File: config.mk
export PLATFORM = sky130hd
export DESIGN_NAME = bbc_walk_dp
export DESIGN_NICKNAME = d
export VERILOG_FILES = /design/src/rtl/bbc_pkg.sv /design/src/rtl/bbc_walk_dp.sv
export SDC_FILE = /design/constraint.sdc
export NUM_CORES = 1
export LEC_CHECK = 0
export ABC_AREA = 1
export CAP_MARGIN = 20
export CORE_AREA = 10 10 99 101
export DETAILED_ROUTE_END_ITERATION = 16
export DIE_AREA = 0 0 109 111
export PLACE_DENSITY = 0.7
export RECOVER_POWER = 25
export SLEW_MARGIN = 10
export SYNTH_ARGS = -nofsm -noshare
export SYNTH_HDL_FRONTEND = slang
export SYNTH_SLANG_ARGS = --single-unit
File: constraint.sdc
create_clock -name clk -period 1 [get_ports clk]
set_clock_uncertainty 0.1 [all_clocks]
set_input_delay 0.1 -clock clk [delete_from_list [all_inputs] [get_ports clk]]
set_output_delay 0.1 -clock clk [all_outputs]
set_load 0.005 [all_outputs]
File: src/rtl/bbc_pkg.sv
package bbc_pkg;

  // Strobes from the control to the datapath.
  typedef struct packed {
    logic loadOut;
  } dpStrobes_t;

  // Instruction length in words from the top two bits of its first word.
  function automatic logic [1:0] lenOfCode(input logic [1:0] code);
    case (code)
      2'b11:   return 2'd3;
      2'b10:   return 2'd2;
      default: return 2'd1;
    endcase
  endfunction

endpackage

File: src/rtl/bbc_walk_dp.sv
module bbc_walk_dp
  import bbc_pkg::*;
#(
  parameter int WORDS   = 8,
  parameter int WORD_W  = 32,
  parameter bit REG_OUT = 1'b1,
  localparam int OFS_W  = $clog2(WORDS),
  localparam int CNT_W  = $clog2(WORDS + 1),
  localparam int POS_W  = $clog2(WORDS + 3)
) (
  input  logic                    clk,
  input  logic                    rstN,
  input  dpStrobes_t              strobes,
  input  logic [WORDS*WORD_W-1:0] blockData,
  input  logic [OFS_W-1:0]        entryOffset,
  output logic [WORDS-1:0]        startMask,
  output logic [CNT_W-1:0]        instCount,
  output logic                    entryFault,
  output logic                    straddleFault
);

  logic [1:0]       lenW [WORDS];
  logic [WORDS-1:0] walkMask;
  logic             walkStraddle;
  logic [CNT_W-1:0] walkCount;
  logic             walkEntry;

  // Per-word length decode, computed for every word in parallel.
  generate
    for (genvar g = 0; g < WORDS; g++) begin : g_len
      assign lenW[g] = lenOfCode(blockData[g*WORD_W + WORD_W - 1 -: 2]);
    end
  endgenerate

  // Forward walk from word 0: each start points at the next one.
  always_comb begin
    logic [POS_W-1:0] nxt;
    walkMask     = '0;
    walkStraddle = 1'b0;
    walkMask[0]  = 1'b1;
    nxt          = '0;
    for (int j = 0; j < WORDS; j++) begin
      if (walkMask[j]) begin
        nxt = POS_W'(j) + POS_W'(lenW[j]);
        if (nxt > POS_W'(WORDS))      walkStraddle = 1'b1;
        else if (nxt < POS_W'(WORDS)) walkMask[nxt[OFS_W-1:0]] = 1'b1;
      end
    end
  end

  always_comb begin
    walkCount = '0;
    for (int j = 0; j < WORDS; j++) walkCount = walkCount + CNT_W'(walkMask[j]);
  end

  assign walkEntry = ~walkMask[entryOffset];

  generate
    if (REG_OUT) begin : g_outreg
      always_ff @(posedge clk or negedge rstN) begin
        if (!rstN) begin
          startMask     <= '0;
          instCount     <= '0;
          entryFault    <= 1'b0;
          straddleFault <= 1'b0;
        end else if (strobes.loadOut) begin
          startMask     <= walkMask;
          instCount     <= walkCount;
          entryFault    <= walkEntry;
          straddleFault <= walkStraddle;
        end
      end
    end else begin : g_outcomb
      assign startMask     = walkMask;
      assign instCount     = walkCount;
      assign entryFault    = walkEntry;
      assign straddleFault = walkStraddle;
    end
  endgenerate

endmodule

; ---- Word level (Yosys, flattened, before mapping)
; Cells that the tools add are included.
[totals]
reg_bits = 14
in_bits = 262
output_inout_bits = 14
word_cells = 147
[op_classes]
n_addsub = 14
n_lt_le_gt_ge = 33
eq_ne = 16
mux = 64
n_bitwise = 8
n_reduce_logical = 8
[ops]
columns = cell, count
row1 = 8-bit two-way mux, 21
row2 = 8-bit OR, 7
row3 = 3-bit by 4-bit < comparator with 1-bit output (second input constant), 11
row4 = 2-bit equality test (second input constant), 16
row5 = 2-bit case mux with 2 select lines, 8
row6 = 1-bit two-way mux, 24
row7 = 1-bit demux with 3-bit select, 7
row8 = 3-bit by 1-bit greater-or-equal comparator with 1-bit output (second input constant), 7
row9 = 3-bit by 2-bit adder with 4-bit output (first input constant), 4
row10 = 4-bit by 1-bit adder with 4-bit output, 4
row11 = 4-bit > comparator (second input constant), 4
row12 = 4-bit < comparator (second input constant), 4
row13 = 3-bit by 4-bit > comparator with 1-bit output (second input constant), 3
row14 = 1-bit logical AND, 8
row15 = 2-bit by 4-bit < comparator with 1-bit output (second input constant), 2
row16 = 4-bit two-way mux, 2
row17 = 2-bit by 2-bit adder with 3-bit output (first input constant), 2
row18 = 3-bit by 1-bit adder with 4-bit output, 1
row19 = 2-bit by 4-bit > comparator with 1-bit output (second input constant), 1
row20 = 1-bit by 2-bit adder with 3-bit output (first input constant), 1
row21 = 2-bit by 1-bit adder with 3-bit output, 1
row22 = 1-bit binary-select mux with 3-bit select, 1
row23 = 1-bit by 1-bit adder with 2-bit output, 1
row24 = 1-bit demux with 2-bit select, 1
row25 = other kinds (2), 2

; ---- Longest topological paths before layout
[depth]
depth_word = 43
ltp_mapped = 18
depth_no_buf = 18

; ---- Least setup slack after synthesis
; Ideal clock, no wire load.
[synth_path]
path_type = input -> register
from = in blockData[30]
to = reg instCount[2]
setup_time_ns = 0.083
arrival_ns = 2.559
required_ns = 0.817
slack_ns = -1.741
cell_stages = 14
path_buffers = 0
path_cell_list = nand2_2 -> nand3_4 -> nand3_4 -> nand3_2 -> and2_2 -> fa_1 -> inv_1 -> fa_1 -> inv_1 -> ha_1 -> inv_1 -> fa_1 -> xor2_1 -> o21ai_0
[synth_between]
elab_cells_between_ends = 47
classes_between = 7 x add/sub / 4 x order compare / 2 x eq/ne / 26 x mux / 7 x bitwise / 1 x reduce/logical
[synth_rtl]
columns = item, line_no
row1 = start: declaration, bbc_walk_dp.sv:14  ; input logic [WORDS*WORD_W-1:0] blockData,
row2 = 2-bit equality test, bbc_pkg.sv:10  ; case (code)
row3 = 2-bit case mux with 2 select lines (*), bbc_pkg.sv:10
row4 = 2-bit by 4-bit < comparator with 1-bit output / 2-bit by 1-bit greater-or-equal comparator with 1-bit output (equally long branches), bbc_walk_dp.sv:46  ; else if (nxt < POS_W'(WORDS)) walkMask[nxt[OFS_W-1:0]] = 1'b1;
row5 = 1-bit logical AND (implied by the code), bbc_walk_dp.sv:46
row6 = 1-bit two-way mux (implied by the code), bbc_walk_dp.sv:46
row7 = 1-bit demux with 2-bit select, bbc_walk_dp.sv:46
row8 = 4-bit two-way mux, bbc_walk_dp.sv:46
row9 = 4-bit two-way mux (*), bbc_walk_dp.sv:45  ; if (nxt > POS_W'(WORDS)) walkStraddle = 1'b1;
row10 = [19 not listed], --
row11 = 8-bit two-way mux, bbc_walk_dp.sv:45
row12 = 8-bit two-way mux (*), bbc_walk_dp.sv:43  ; if (walkMask[j]) begin
row13 = 8-bit OR (no line), --
row14 = 8-bit two-way mux, bbc_walk_dp.sv:46
row15 = 8-bit two-way mux, bbc_walk_dp.sv:45
row16 = 8-bit two-way mux (*), bbc_walk_dp.sv:43
row17 = named net walkMask[5], bbc_walk_dp.sv:23  ; logic [WORDS-1:0] walkMask;
row18 = 4-bit by 1-bit adder with 4-bit output (*) (3 in a row), bbc_walk_dp.sv:53  ; for (int j = 0; j < WORDS; j++) walkCount = walkCount + CNT_W'(walkMask[j]);
row19 = end signal: assignment, bbc_walk_dp.sv:68  ; instCount <= walkCount;
row20 = end: declaration, bbc_walk_dp.sv:17  ; output logic [CNT_W-1:0] instCount,
; Mark *: on every way through the listed nets, which the timed path passes. The rest lies on a longest branch.
; A chain may end at the register's enable or synchronous reset.

; ---- Final worst setup path
[layout_path]
from = in blockData[31]
to = reg instCount[1]
[layout_between]
elab_chain_cells = 43
elab_cells_between_ends = 47
classes_between = 7 x add/sub / 4 x order compare / 2 x eq/ne / 26 x mux / 7 x bitwise / 1 x reduce/logical
[layout_lines]
columns = item, line_no
row1 = 2-bit equality test, bbc_pkg.sv:10
row2 = 2-bit case mux with 2 select lines (*), bbc_pkg.sv:10
row3 = 2-bit by 4-bit < comparator with 1-bit output / 2-bit by 1-bit greater-or-equal comparator with 1-bit output (equally long branches), bbc_walk_dp.sv:46
row4 = 1-bit logical AND (implied by the code), bbc_walk_dp.sv:46
row5 = 1-bit two-way mux (implied by the code), bbc_walk_dp.sv:46
row6 = 1-bit demux with 2-bit select, bbc_walk_dp.sv:46
row7 = 4-bit two-way mux, bbc_walk_dp.sv:46
row8 = 4-bit two-way mux (*), bbc_walk_dp.sv:45
row9 = [25 not listed], --
row10 = 8-bit two-way mux, bbc_walk_dp.sv:46
row11 = 8-bit two-way mux, bbc_walk_dp.sv:45
row12 = 8-bit two-way mux (*), bbc_walk_dp.sv:43
row13 = 1-bit by 1-bit adder with 2-bit output, bbc_walk_dp.sv:53
row14 = 2-bit by 1-bit adder with 3-bit output, bbc_walk_dp.sv:53
row15 = 3-bit by 1-bit adder with 4-bit output, bbc_walk_dp.sv:53
row16 = 4-bit by 1-bit adder with 4-bit output (3 in a row), bbc_walk_dp.sv:53
row17 = 4-bit by 1-bit adder with 4-bit output (*), bbc_walk_dp.sv:53
; Every way passes the cells marked *; elsewhere a longest branch is shown, timed or not.

==> impl_metrics.tcl <==
set metrics [dict create \
    holdWs_ps 134 \
    hold_class "input port to flop" \
    synth_area_um2 960 \
    crit_type "input port to flop" \
    p_switching_mw 0.809 \
    drt-wirelength-per-cell_um 11.1 \
    grt_max_degree 15 \
    routed_wl_um 3190 \
    avgSynthCellArea_um2 8.42 \
    htreeDepth 1 \
    yosys.area_share.simple_pct 33.8 \
    fin_cells 287 \
    io_buffer_count 34 \
    grt_first_pass_wirelength_um 5440 \
    violations "setup timing" \
    cts_tree "built" \
    core-area_mm2 0.00797 \
    clock_path_buffers 2 \
    clock.fmax_mhz 382 \
    synth-compound-area-share_pct 7.82 \
    intPower_mw 1.68 \
    cts-hold-fix-buffers 0 \
    die_height_um 111 \
    ios 276 \
    cap_violations 0 \
    synthXorXnorAreaFrac_pct 0.913 \
    grt_use_total_pct 5.54 \
    layout-drive-gt1-share_pct 52.2 \
    finalWorstSetupSlack_ps -1620 \
    cts_buffers 3 \
    synth_top_family_by_area "simple AND/OR/NAND/NOR gates" \
    gp_congestion 0.824 \
    die_x_um 109 \
    setup_viol 10 \
    syn_nets 383 \
    crit_path_end_kind "flop" \
    grt_pass1_vias 1100 \
    powerDensity_mw_per_mm2 1390 \
    synth_cell_types 25 \
    yosysSeqAreaShare_pct 36.5 \
    fin_nets 452 \
    worst_slew_pin_slew_ps 342 \
    ys_ff_latch 14 \
    setup_tns_ps -7370 \
    ir_drop_mv 0.455 \
    final_util_pct 22.5 \
    crit_required_ps 1070 \
    synth_mux_area_share_pct 0 \
    drc 0 \
    dieArea_mm2 0.0121 \
    yosys.area_share.adder_pct 11.5 \
    place_inst 273 \
    insertedDiodeCount 0 \
    syn_to_final_growth_pct 86.7 \
    cp.arrival_ps 2680 \
    cts.sinks 14 \
    path_max_fanout 3 \
    dp_slack_ps -2410 \
    switching_share_pct 32.6 \
    maxSlewHeadroom_pct 77.2 \
    fin_crit_sh_pct 262 \
    finalMaxSlewViolations 0 \
    initial_core_util_pct 12.0 \
    vias_per_cell 3.47 \
    status "finished with violations" \
    leakage_nw 0.867 \
    dr.pass1.iters 4 \
    antenna_found_initial 0 \
    start_kind "input port" \
    overflow 0 \
    pwr-share-comb_pct 48.4 \
    clk_pin_slew_ps 60 \
    drt_iter0_drc 49 \
    vias 995 \
    post-dp-hpwl_um 2680 \
    seqPwrFrac_pct 30.0 \
    clkLatencyLatePin_ps 240 \
    cts_root_buffer "clkbuf_8" \
    hold_viol_final 0 \
    rsz0062_at_grt "true" \
    synthCells 114 \
    min_period_ps 2620 \
    rows 33 \
    ys_warn_count 0 \
    ant_nets 0 \
    clkPwrFrac_pct 21.6 \
]
## per-layer routing
layer	vias up	global-route usage (%)	part of all wire, %
met3	2	2.15	7.8
met4	0	2.55	1.3
li1	494	-	-
met5	-	0	0
met2	25	9.64	53
met1	474	5.62	38
## flip-flops by register name, summed over array words and instances, names as in the netlist
name           cells
instCount          4
straddleFault      1
startMask          8
entryFault         1
## cell usage after synthesis
cell type	number	share of area [%]
a21oi_1	3	1.6
a31oi_1	2	1.3
and2_2	1	0.78
clkbuf_1	3	1.2
dfrtp_1	14	37
dlygate4sd1_1	1	0.91
fa_1	3	6.3
ha_1	4	5.2
inv_1	17	6.6
inv_2	2	0.78
nand2_1	32	13
nand2_2	3	2.0
nand2_4	2	2.3
nand3_1	4	2.1
nand3_2	4	4.2
nand3_4	2	3.7
nand4_1	2	1.3
nand4_2	1	1.3
nand4_4	1	2.2
nor2_1	2	0.78
o211ai_1	1	0.78
o21ai_0	7	3.7
o21ai_1	1	0.52
or2_2	1	0.65
xor2_1	1	0.91
## kinds of logic (layout without fill, tap and decap cells)
logic type      Yosys count  in the layout
flops                    14             14
buf+inv                  23             91
fa+ha+maj                 7              7
xor+xnor                  1              1
simple gates             55             55
compound gates           14             14
## path summary, 6_finish.rpt
check,slack (ps),depth (start not counted),startpoint,end
min in group asynchronous,190,2,rstN,startMask[0]$_DFFE_PN0P_
max in group asynchronous,360,2,rstN,startMask[2]$_DFFE_PN0P_
setup / recovery,-1620,15,blockData[31],instCount[1]$_DFFE_PN0P_
setup reg to reg,60,4,startMask[6]$_DFFE_PN0P_,startMask[6]$_DFFE_PN0P_
hold reg to reg,370,1,startMask[0]$_DFFE_PN0P_,startMask[0]$_DFFE_PN0P_
hold / removal,130,4,strobes,startMask[1]$_DFFE_PN0P_
## worst max-delay path, stage by stage
cell	delay [ps]
buf_12	120
inv_16	60
nand2_8	50
nand3_4	120
nand2_4	70
ha_4	260
inv_2	30
fa_1	540
inv_2	40
fa_2	520
inv_2	40
ha_4	150
inv_2	50
fa_2	410
o21ai_1	120
## through the flow
step / power (mW) / cell area [um2]
global placement: 1.89 / 1690
finish: 2.49 / 1790
CTS: 2.50 / 1780
floorplan: 1.24 / 1050
detailed placement: 1.92 / 1690
global route: 2.70 / 1790
## area by class of cell
type                            count  area [um2]
Fill cell                         846        6180
Multi-Input combinational cell     77         641
Timing Repair Buffer               68         527
Sequential cell                    14         350
Tap cell                          105         131
Inverter                           19        87.6
Clock buffer                        4        55.1
## power groups by stage
stage | clock network (mW) | logic (mW) | registers [mW]
global placement | 0 | 1.13 | 0.764
detailed placement | 0 | 1.15 | 0.766
floorplan | 0 | 0.484 | 0.759
finish | 0.538 | 1.20 | 0.746
global route | 0.576 | 1.36 | 0.767
CTS | 0.553 | 1.19 | 0.753
## what timing repair did
action                                 in CTS  in global routing
setup endpoints to repair                  26                 16
pin swaps                                  10                 10
endpoints found under the hold margin       0                  0
gates resized for setup                    88                 17
buffers inserted                           10                  1
## cells in the final DEF, fill, tap and decap left out, types with 5 or more instances in the layout
cell type        instances
buf_4                   31
nand2_1                 25
dfrtp_1                 14
buf_2                   14
inv_1                   11
clkdlybuf4s50_1          8
nand2_2                  7
inv_2                    7
nand3_4                  5
o21ai_1                  5
Note: power is estimated with default switching activity, not from simulation.
